<file path="src/rtl/dma_hov_pkg.sv">
package dma_hov_pkg;

    typedef enum logic [1:0] {
        ST_OWN   = 2'd0,
        ST_GRANT = 2'd1,
        ST_SNOOP = 2'd2,
        ST_RACK  = 2'd3
    } hov_state_e;

endpackage

</file>
<file path="src/rtl/dma_hov_cycle.sv">
module dma_hov_cycle #(
    parameter int CYC_LEN = 3
) (
    input  logic clk,
    input  logic rst_n,
    input  logic own_bus,
    input  logic dma_req,
    input  logic core_req,
    output logic cyc_busy,
    output logic core_done
);

    localparam int CW = $clog2(CYC_LEN + 1);
    localparam logic [CW-1:0] LOAD = CW'(CYC_LEN);
    localparam logic [CW-1:0] ONE  = CW'(1);

    logic [CW-1:0] t_left;
    logic          start;

    // A new cycle needs the bus, an idle sequencer and no pending DMA request.
    assign start = own_bus && core_req && !dma_req && (t_left == '0);

    always_ff @(posedge clk or negedge rst_n) begin
        if (!rst_n) begin
            t_left <= '0;
        end else if (start) begin
            t_left <= LOAD;
        end else if (t_left != '0) begin
            t_left <= t_left - ONE;
        end
    end

    assign cyc_busy  = (t_left != '0);
    assign core_done = (t_left == ONE);

    // the count only ever moves down by one, or is loaded from idle.
    a_r10_count_steps: assert property (@(posedge clk) disable iff (!rst_n)
        ($past(t_left) != '0) |-> (t_left == $past(t_left) - ONE));

    // a cycle never starts while a DMA request is pending.
    a_r2_no_start_on_req: assert property (@(posedge clk) disable iff (!rst_n)
        $rose(cyc_busy) |-> !$past(dma_req));

endmodule

</file>
<file path="src/rtl/dma_hov_tags.sv">
module dma_hov_tags #(
    parameter int ENTRIES = 4,
    parameter int AW      = 8,
    parameter int DW      = 8,
    localparam int IW     = (ENTRIES > 1) ? $clog2(ENTRIES) : 1
) (
    input  logic          clk,
    input  logic          rst_n,
    input  logic          fill_en,
    input  logic [IW-1:0] fill_idx,
    input  logic [AW-1:0] fill_addr,
    input  logic [DW-1:0] fill_data,
    input  logic          snoop_on,
    input  logic          snoop_update,
    input  logic          snp_we,
    input  logic [AW-1:0] snp_addr,
    input  logic [DW-1:0] snp_data,
    output logic          snp_hit,
    input  logic [AW-1:0] lk_addr,
    output logic          lk_hit,
    output logic [DW-1:0] lk_data
);

    logic [ENTRIES-1:0] vld;
    logic [AW-1:0]      tag [ENTRIES];
    logic [DW-1:0]      dat [ENTRIES];
    logic [ENTRIES-1:0] hitv;

    for (genvar i = 0; i < ENTRIES; i++) begin : g_entry
        logic fill_me;

        assign fill_me = fill_en && (fill_idx == IW'(i));
        assign hitv[i] = snoop_on && snp_we && vld[i] && (tag[i] == snp_addr);

        always_ff @(posedge clk or negedge rst_n) begin
            if (!rst_n) begin
                vld[i] <= 1'b0;
                tag[i] <= '0;
                dat[i] <= '0;
            end else if (fill_me) begin
                vld[i] <= 1'b1;
                tag[i] <= fill_addr;
                dat[i] <= fill_data;
            end else if (hitv[i]) begin
                if (snoop_update) begin
                    dat[i] <= snp_data;
                end else begin
                    vld[i] <= 1'b0;
                end
            end
        end

        // an invalidating hit leaves the entry invalid.
        a_r5_invalidate: assert property (@(posedge clk) disable iff (!rst_n)
            (hitv[i] && !snoop_update && !fill_me) |=> !vld[i]);

        // an updating hit keeps the entry and takes the written data.
        a_r6_update: assert property (@(posedge clk) disable iff (!rst_n)
            (hitv[i] && snoop_update && !fill_me) |=> (vld[i] && dat[i] == $past(snp_data)));
    end

    assign snp_hit = |hitv;

    always_comb begin
        lk_hit  = 1'b0;
        lk_data = '0;
        for (int j = 0; j < ENTRIES; j++) begin
            if (vld[j] && tag[j] == lk_addr) begin
                lk_hit  = 1'b1;
                lk_data = lk_data | dat[j];
            end
        end
    end

    // distinct tags mean at most one entry answers a snooped write.
    a_r4_single_match: assert property (@(posedge clk) disable iff (!rst_n)
        $onehot0(hitv));

    // nothing is snooped unless the device has acknowledged the grant.
    a_r3_snoop_gated: assert property (@(posedge clk) disable iff (!rst_n)
        snp_hit |-> snoop_on);

endmodule

</file>
<file path="src/rtl/dma_hov_fsm.sv">
module dma_hov_fsm
    import dma_hov_pkg::*;
(
    input  logic       clk,
    input  logic       rst_n,
    input  logic       dma_req,
    input  logic       dma_gack,
    input  logic       dma_rel,
    input  logic       cyc_busy,
    output hov_state_e state,
    output logic       dma_gnt,
    output logic       dma_rack,
    output logic       own_bus,
    output logic       snoop_on
);

    hov_state_e nxt;

    always_comb begin
        nxt = state;
        unique case (state)
            ST_OWN:   if (dma_req && !cyc_busy) nxt = ST_GRANT;
            ST_GRANT: if (dma_gack)             nxt = ST_SNOOP;
            ST_SNOOP: if (dma_rel)              nxt = ST_RACK;
            ST_RACK:  if (!dma_rel && !dma_req) nxt = ST_OWN;
            default:                            nxt = ST_OWN;
        endcase
    end

    always_ff @(posedge clk or negedge rst_n) begin
        if (!rst_n) begin
            state <= ST_OWN;
        end else begin
            state <= nxt;
        end
    end

    always_comb begin
        dma_gnt  = 1'b0;
        dma_rack = 1'b0;
        own_bus  = 1'b0;
        snoop_on = 1'b0;
        unique case (state)
            ST_OWN:   own_bus  = 1'b1;
            ST_GRANT: dma_gnt  = 1'b1;
            ST_SNOOP: begin
                dma_gnt  = 1'b1;
                snoop_on = 1'b1;
            end
            ST_RACK:  dma_rack = 1'b1;
            default:  own_bus  = 1'b1;
        endcase
    end

    // the release acknowledge only answers a release.
    a_r8_rack_after_rel: assert property (@(posedge clk) disable iff (!rst_n)
        $rose(dma_rack) |-> $past(dma_rel));

    // the acknowledge holds while the device still drives release or request.
    a_r8_rack_holds: assert property (@(posedge clk) disable iff (!rst_n)
        (dma_rack && (dma_rel || dma_req)) |=> dma_rack);

    // the grant is kept until release is seen.
    a_r3_gnt_holds: assert property (@(posedge clk) disable iff (!rst_n)
        (dma_gnt && !dma_rel) |=> dma_gnt);

endmodule

</file>
<file path="src/rtl/dma_handover_ctrl.sv">
module dma_handover_ctrl
    import dma_hov_pkg::*;
#(
    parameter int ENTRIES = 4,
    parameter int AW      = 8,
    parameter int DW      = 8,
    parameter int CYC_LEN = 3,
    localparam int IW     = (ENTRIES > 1) ? $clog2(ENTRIES) : 1
) (
    input  logic          clk,
    input  logic          rst_n,
    input  logic          core_req,
    output logic          core_done,
    output logic          cpu_bus_en,
    input  logic          dma_req,
    output logic          dma_gnt,
    input  logic          dma_gack,
    input  logic          dma_rel,
    output logic          dma_rack,
    input  logic          snoop_update,
    input  logic          snp_we,
    input  logic [AW-1:0] snp_addr,
    input  logic [DW-1:0] snp_data,
    output logic          snp_hit,
    input  logic          fill_en,
    input  logic [IW-1:0] fill_idx,
    input  logic [AW-1:0] fill_addr,
    input  logic [DW-1:0] fill_data,
    input  logic [AW-1:0] lk_addr,
    output logic          lk_hit,
    output logic [DW-1:0] lk_data
);

    hov_state_e state;
    logic       own_bus;
    logic       snoop_on;
    logic       cyc_busy;

    dma_hov_fsm u_fsm (
        .clk      (clk),
        .rst_n    (rst_n),
        .dma_req  (dma_req),
        .dma_gack (dma_gack),
        .dma_rel  (dma_rel),
        .cyc_busy (cyc_busy),
        .state    (state),
        .dma_gnt  (dma_gnt),
        .dma_rack (dma_rack),
        .own_bus  (own_bus),
        .snoop_on (snoop_on)
    );

    dma_hov_cycle #(.CYC_LEN(CYC_LEN)) u_cycle (
        .clk       (clk),
        .rst_n     (rst_n),
        .own_bus   (own_bus),
        .dma_req   (dma_req),
        .core_req  (core_req),
        .cyc_busy  (cyc_busy),
        .core_done (core_done)
    );

    dma_hov_tags #(.ENTRIES(ENTRIES), .AW(AW), .DW(DW)) u_tags (
        .clk          (clk),
        .rst_n        (rst_n),
        .fill_en      (fill_en),
        .fill_idx     (fill_idx),
        .fill_addr    (fill_addr),
        .fill_data    (fill_data),
        .snoop_on     (snoop_on),
        .snoop_update (snoop_update),
        .snp_we       (snp_we),
        .snp_addr     (snp_addr),
        .snp_data     (snp_data),
        .snp_hit      (snp_hit),
        .lk_addr      (lk_addr),
        .lk_hit       (lk_hit),
        .lk_data      (lk_data)
    );

    assign cpu_bus_en = own_bus;

    // an idle processor grants on the next edge.
    a_r1_idle_grant: assert property (@(posedge clk) disable iff (!rst_n)
        (cpu_bus_en && dma_req && !cyc_busy) |=> dma_gnt);

    // the grant never rises while a processor cycle was still running.
    a_r2_finish_first: assert property (@(posedge clk) disable iff (!rst_n)
        $rose(dma_gnt) |-> !$past(cyc_busy));

    // the processor does not drive the bus during any part of the handover.
    a_r7_quiet_bus: assert property (@(posedge clk) disable iff (!rst_n)
        (dma_gnt || dma_rack) |-> !cpu_bus_en);

    // a processor cycle only starts while the processor owns the bus.
    a_r9_start_owned: assert property (@(posedge clk) disable iff (!rst_n)
        $rose(cyc_busy) |-> cpu_bus_en);

    // fills happen only while the processor owns the bus (input rule).
    a_r12_fill_owned: assert property (@(posedge clk) disable iff (!rst_n)
        fill_en |-> cpu_bus_en);

endmodule

</file>
<file path="config.mk">
export PLATFORM = sky130hd
export DESIGN_NAME = dma_handover_ctrl
export DESIGN_NICKNAME = d
export VERILOG_FILES = /design/src/rtl/dma_hov_pkg.sv /design/src/rtl/dma_hov_cycle.sv /design/src/rtl/dma_hov_tags.sv /design/src/rtl/dma_hov_fsm.sv /design/src/rtl/dma_handover_ctrl.sv
export SDC_FILE = /design/constraint.sdc
export NUM_CORES = 1
export LEC_CHECK = 0
export CORE_MARGIN = 2
export CORE_UTILIZATION = 60
export DETAILED_ROUTE_END_ITERATION = 7
export DONT_BUFFER_PORTS = 1
export PLACE_DENSITY = 0.76
export SYNTH_ARGS = -nofsm -noshare
export SYNTH_HDL_FRONTEND = slang
export SYNTH_HIERARCHICAL = 1
export SYNTH_SLANG_ARGS = --single-unit
</file>
<file path="constraint.sdc">
create_clock -name clk -period 3.06 [get_ports clk]
set_input_delay 0.153 -clock clk [delete_from_list [all_inputs] [get_ports clk]]
set_output_delay 0.153 -clock clk [all_outputs]
set_load 0.03 [all_outputs]
</file>
==> results.sh <==
export IMPL_row_count=30
export IMPL_slew_violations=0
export IMPL_reg2regPathDepth=7
export IMPL_ys_ff_latch=72
export IMPL_cpMaxStageDelayCell="o211ai_1"
export IMPL_synth_top_cell_by_area="dfrtp_1"
export IMPL_timing_rr_end="u_tags/dat[16]"
export IMPL_maxCapViolations=0
export IMPL_hp_class="in2reg"
export IMPL_grt_pass1_wl_um=15400
export IMPL_dieArea_um2=7640
export IMPL_critPathMaxFanout=9
export IMPL_cts_root_buffer="clkbuf_8"
export IMPL_antennaDiodeCount=0
export IMPL_synth_cell_types=42
export IMPL_cts_tree="built"
export IMPL_outcome="finished, final reports clean"
export IMPL_avgViaCountPerCell=5.98
export IMPL_portBuffers=0
export IMPL_antenna_found_initial=0
export IMPL_path_clk_slew_ns=0.07
export IMPL_path_class="reg2out"
export IMPL_dpl_cell_count=472
export IMPL_h_tree_depth=3
export IMPL_wl_per_cell_um=18.8
export IMPL_grt_start_max_net_pins=73
export IMPL_yosysWarnings=6
export IMPL_route_detailed_drc=0
export IMPL_syn_instance_count=400
export IMPL_critical_path_endpoint_type="primary output"
export IMPL_die_y_um=87.4
export IMPL_synth_main_ff_cell="dfrtp_1"
export IMPL_fin_cells=506
export IMPL_yosysTopAreaCellShare_pct=43.2
export IMPL_timing_hold_ws_ns=0.0130
export IMPL_synth_area_per_cell_um2=10.4
export IMPL_ios=65
export IMPL_routed_wirelength_um=9490
export IMPL_setup_viol=0
export IMPL_drive_above_1_share_pct=14.1
export IMPL_yosys_top_cells_area="dfrtp_1 43%, xnor2_1 8.2%, mux2_2 7.8%, mux2i_1 7.7%, xor2_1 5.2%"
export IMPL_worst_pin_slew_ns=1.05
export IMPL_synth_area_um2=4170
export IMPL_clk_latency_ns=0.35
export IMPL_r2r_slack_ns=0.68
export IMPL_tns_ns=0
export IMPL_hold_viol_final=0
export IMPL_initial_core_util_pct=61.8
export IMPL_holdPathStages=2
export IMPL_dr_pass1_iters=4
export IMPL_maxSlewHeadroom_pct=30.0
export IMPL_min_from="core_req"
export IMPL_clock_sinks=72
export IMPL_seq_area_frac_synth_pct=43.2
export IMPL_die_w_um=87.4
export IMPL_nNetsFinal=479
export IMPL_ir_drop_v=0.000358
export IMPL_vias=3028
export IMPL_worstPathCellList="xor2_1 -> nor4_1 -> nand4_1 -> o211ai_1"
export IMPL_final_period_utilization_pct=88.0
export IMPL_ant_nets=0
export IMPL_cp_data_arrival_time_ns=2.54
export IMPL_gp_congestion=0.902
export IMPL_r2r_start="u_fsm/state[0]"
export IMPL_fin_crit_ns=2.69
export IMPL_grt_overflow_total=0
export IMPL_grt_pass1_vias=3024
export IMPL_slowest_delay_ns=0.76
export IMPL_rsz0062_at_grt="no"
export IMPL_synthToLayoutAreaGrowth_pct=11.5
export IMPL_async_flop_share_pct=100
export IMPL_fmax_mhz=372
export IMPL_power_leakage_nw=2.10
export IMPL_fin_worst_skew_ns=0.00563
export IMPL_cts_buffers=9
export IMPL_p_per_area_nw_per_um2=623
export IMPL_hold_path_end="u_cycle/t_left[1]"
export IMPL_post_dp_hpwl_um=6590
export IMPL_cts_buffer_depth=2
export IMPL_cp_required_ns=2.91
export IMPL_syn_nets=457
export IMPL_drt_initial_drc_count=163
export IMPL_start_kind="flip-flop"
export IMPL_synth_edf_count=0
export IMPL_grt_usage_pct=26.8
export IMPL_fp_coreArea_um2=6760
==> synth_stat cells (all sizes together) (6+ instances only) <==
master  count
dfrtp      72
xnor2      39
nor2       36
a21oi      33
mux2       33
mux2i      32
xor2       25
nand2      20
inv        14
clkbuf     12
nand3      10
nor3        9
a22oi       8
o211ai      8
nand4       7
ha          6
==> registers in the layout, summed over array words and instances, names as in the netlist <==
register and cells:
u_cycle/t_left 2, u_fsm/state 2, u_tags/dat 32, u_tags/tag 32, u_tags/vld 4
==> how the worst max path moves through the flow <==
stage | from | end | slack, ns | cells after the start
floorplan | u_fsm/state[0] | u_tags/dat[16] | 0.87 | 8
global placement | u_fsm/state[0] | u_tags/dat[18] | 0.81 | 7
detailed placement | u_fsm/state[0] | u_tags/dat[16] | 0.70 | 7
CTS | u_tags/tag[25] | lk_data[6] | 0.40 | 4
global route | u_tags/tag[25] | lk_data[5] | 0.27 | 4
finish | u_tags/tag[25] | lk_data[3] | 0.37 | 4
==> where the power goes <==
part / total, mW / leakage (nW) / internal (mW) / switching (mW)
Clock: 0.734 / 0.0989 / 0.390 / 0.343
Combinational: 0.869 / 1.19 / 0.436 / 0.433
Sequential: 1.30 / 0.813 / 1.13 / 0.160
==> stage by stage <==
step	power [mW]	worst slack (ns)	cell area, µm²	utilization (%)
floorplan	1.98	0.869	4170	-
global placement	2.09	0.814	4260	63.0
detailed placement	2.13	0.703	4260	63.0
CTS	2.92	0.400	4650	68.9
global route	3.08	0.268	4650	68.9
finish	2.90	0.369	4650	68.9
==> metal layers <==
layer / global-route usage [%] / up-vias / share of wire (%) / routed length [µm]
met5: 0 / - / 0 / 0
met4: 9.51 / 0 / 2.3 / 216
met3: 8.34 / 19 / 8.3 / 786
met2: 41.7 / 107 / 48 / 4550
met1: 35.6 / 1459 / 41 / 3940
li1: - / 1443 / - / -
==> cell usage in the layout (no fill, tap or decap), drive strengths merged, types with 10 or more instances in the layout <==
master and n:
xor2 25, nor2 36, mux2 33, clkbuf 11
nand3 10, dfrtp 72, mux2i 32, inv 14
xnor2 39, a21oi 33, dlygate4sd3 18, nand2 20
==> kinds of logic (layout without fill, tap and decap cells) <==
family,after synthesis,after routing,share of synthesized area (%)
AO/OA/AOI/OAI,57,57,9.00
XOR/XNOR,64,64,13.4
AND/OR/NAND/NOR,107,107,13.1
flip-flops,72,72,43.2
multiplexers,65,65,16.7
buffers and inverters,29,55,2.85
adder cells (fa/ha/maj),6,6,1.80
==> worst max-delay path: cells and delay by family, from the launching register on <==
kind,cells,cell delay (ns)
AOI/OAI and AO/OA,1,0.76
xor gates and xnor gates,1,0.19
DFF,1,0.43
and+or+nand+nor,2,0.82
==> cell type report <==
class | instances | area [µm²]
multi-input combinational | 299 | 2250
fill | 547 | 2100
tap | 80 | 100
clock buffer | 11 | 141
clock inverter | 4 | 45.0
timing repair buffer | 26 | 260
inverter | 14 | 52.6
sequential | 72 | 1800
==> repair_timing <==
action | in CTS | in global routing
endpoints found under the hold margin | 140 | 0
buffers inserted | 0 | 0
hold buffers | 19 | 0
resized for setup | 0 | 0
No activity file was read; power rests on OpenSTA's default activity.
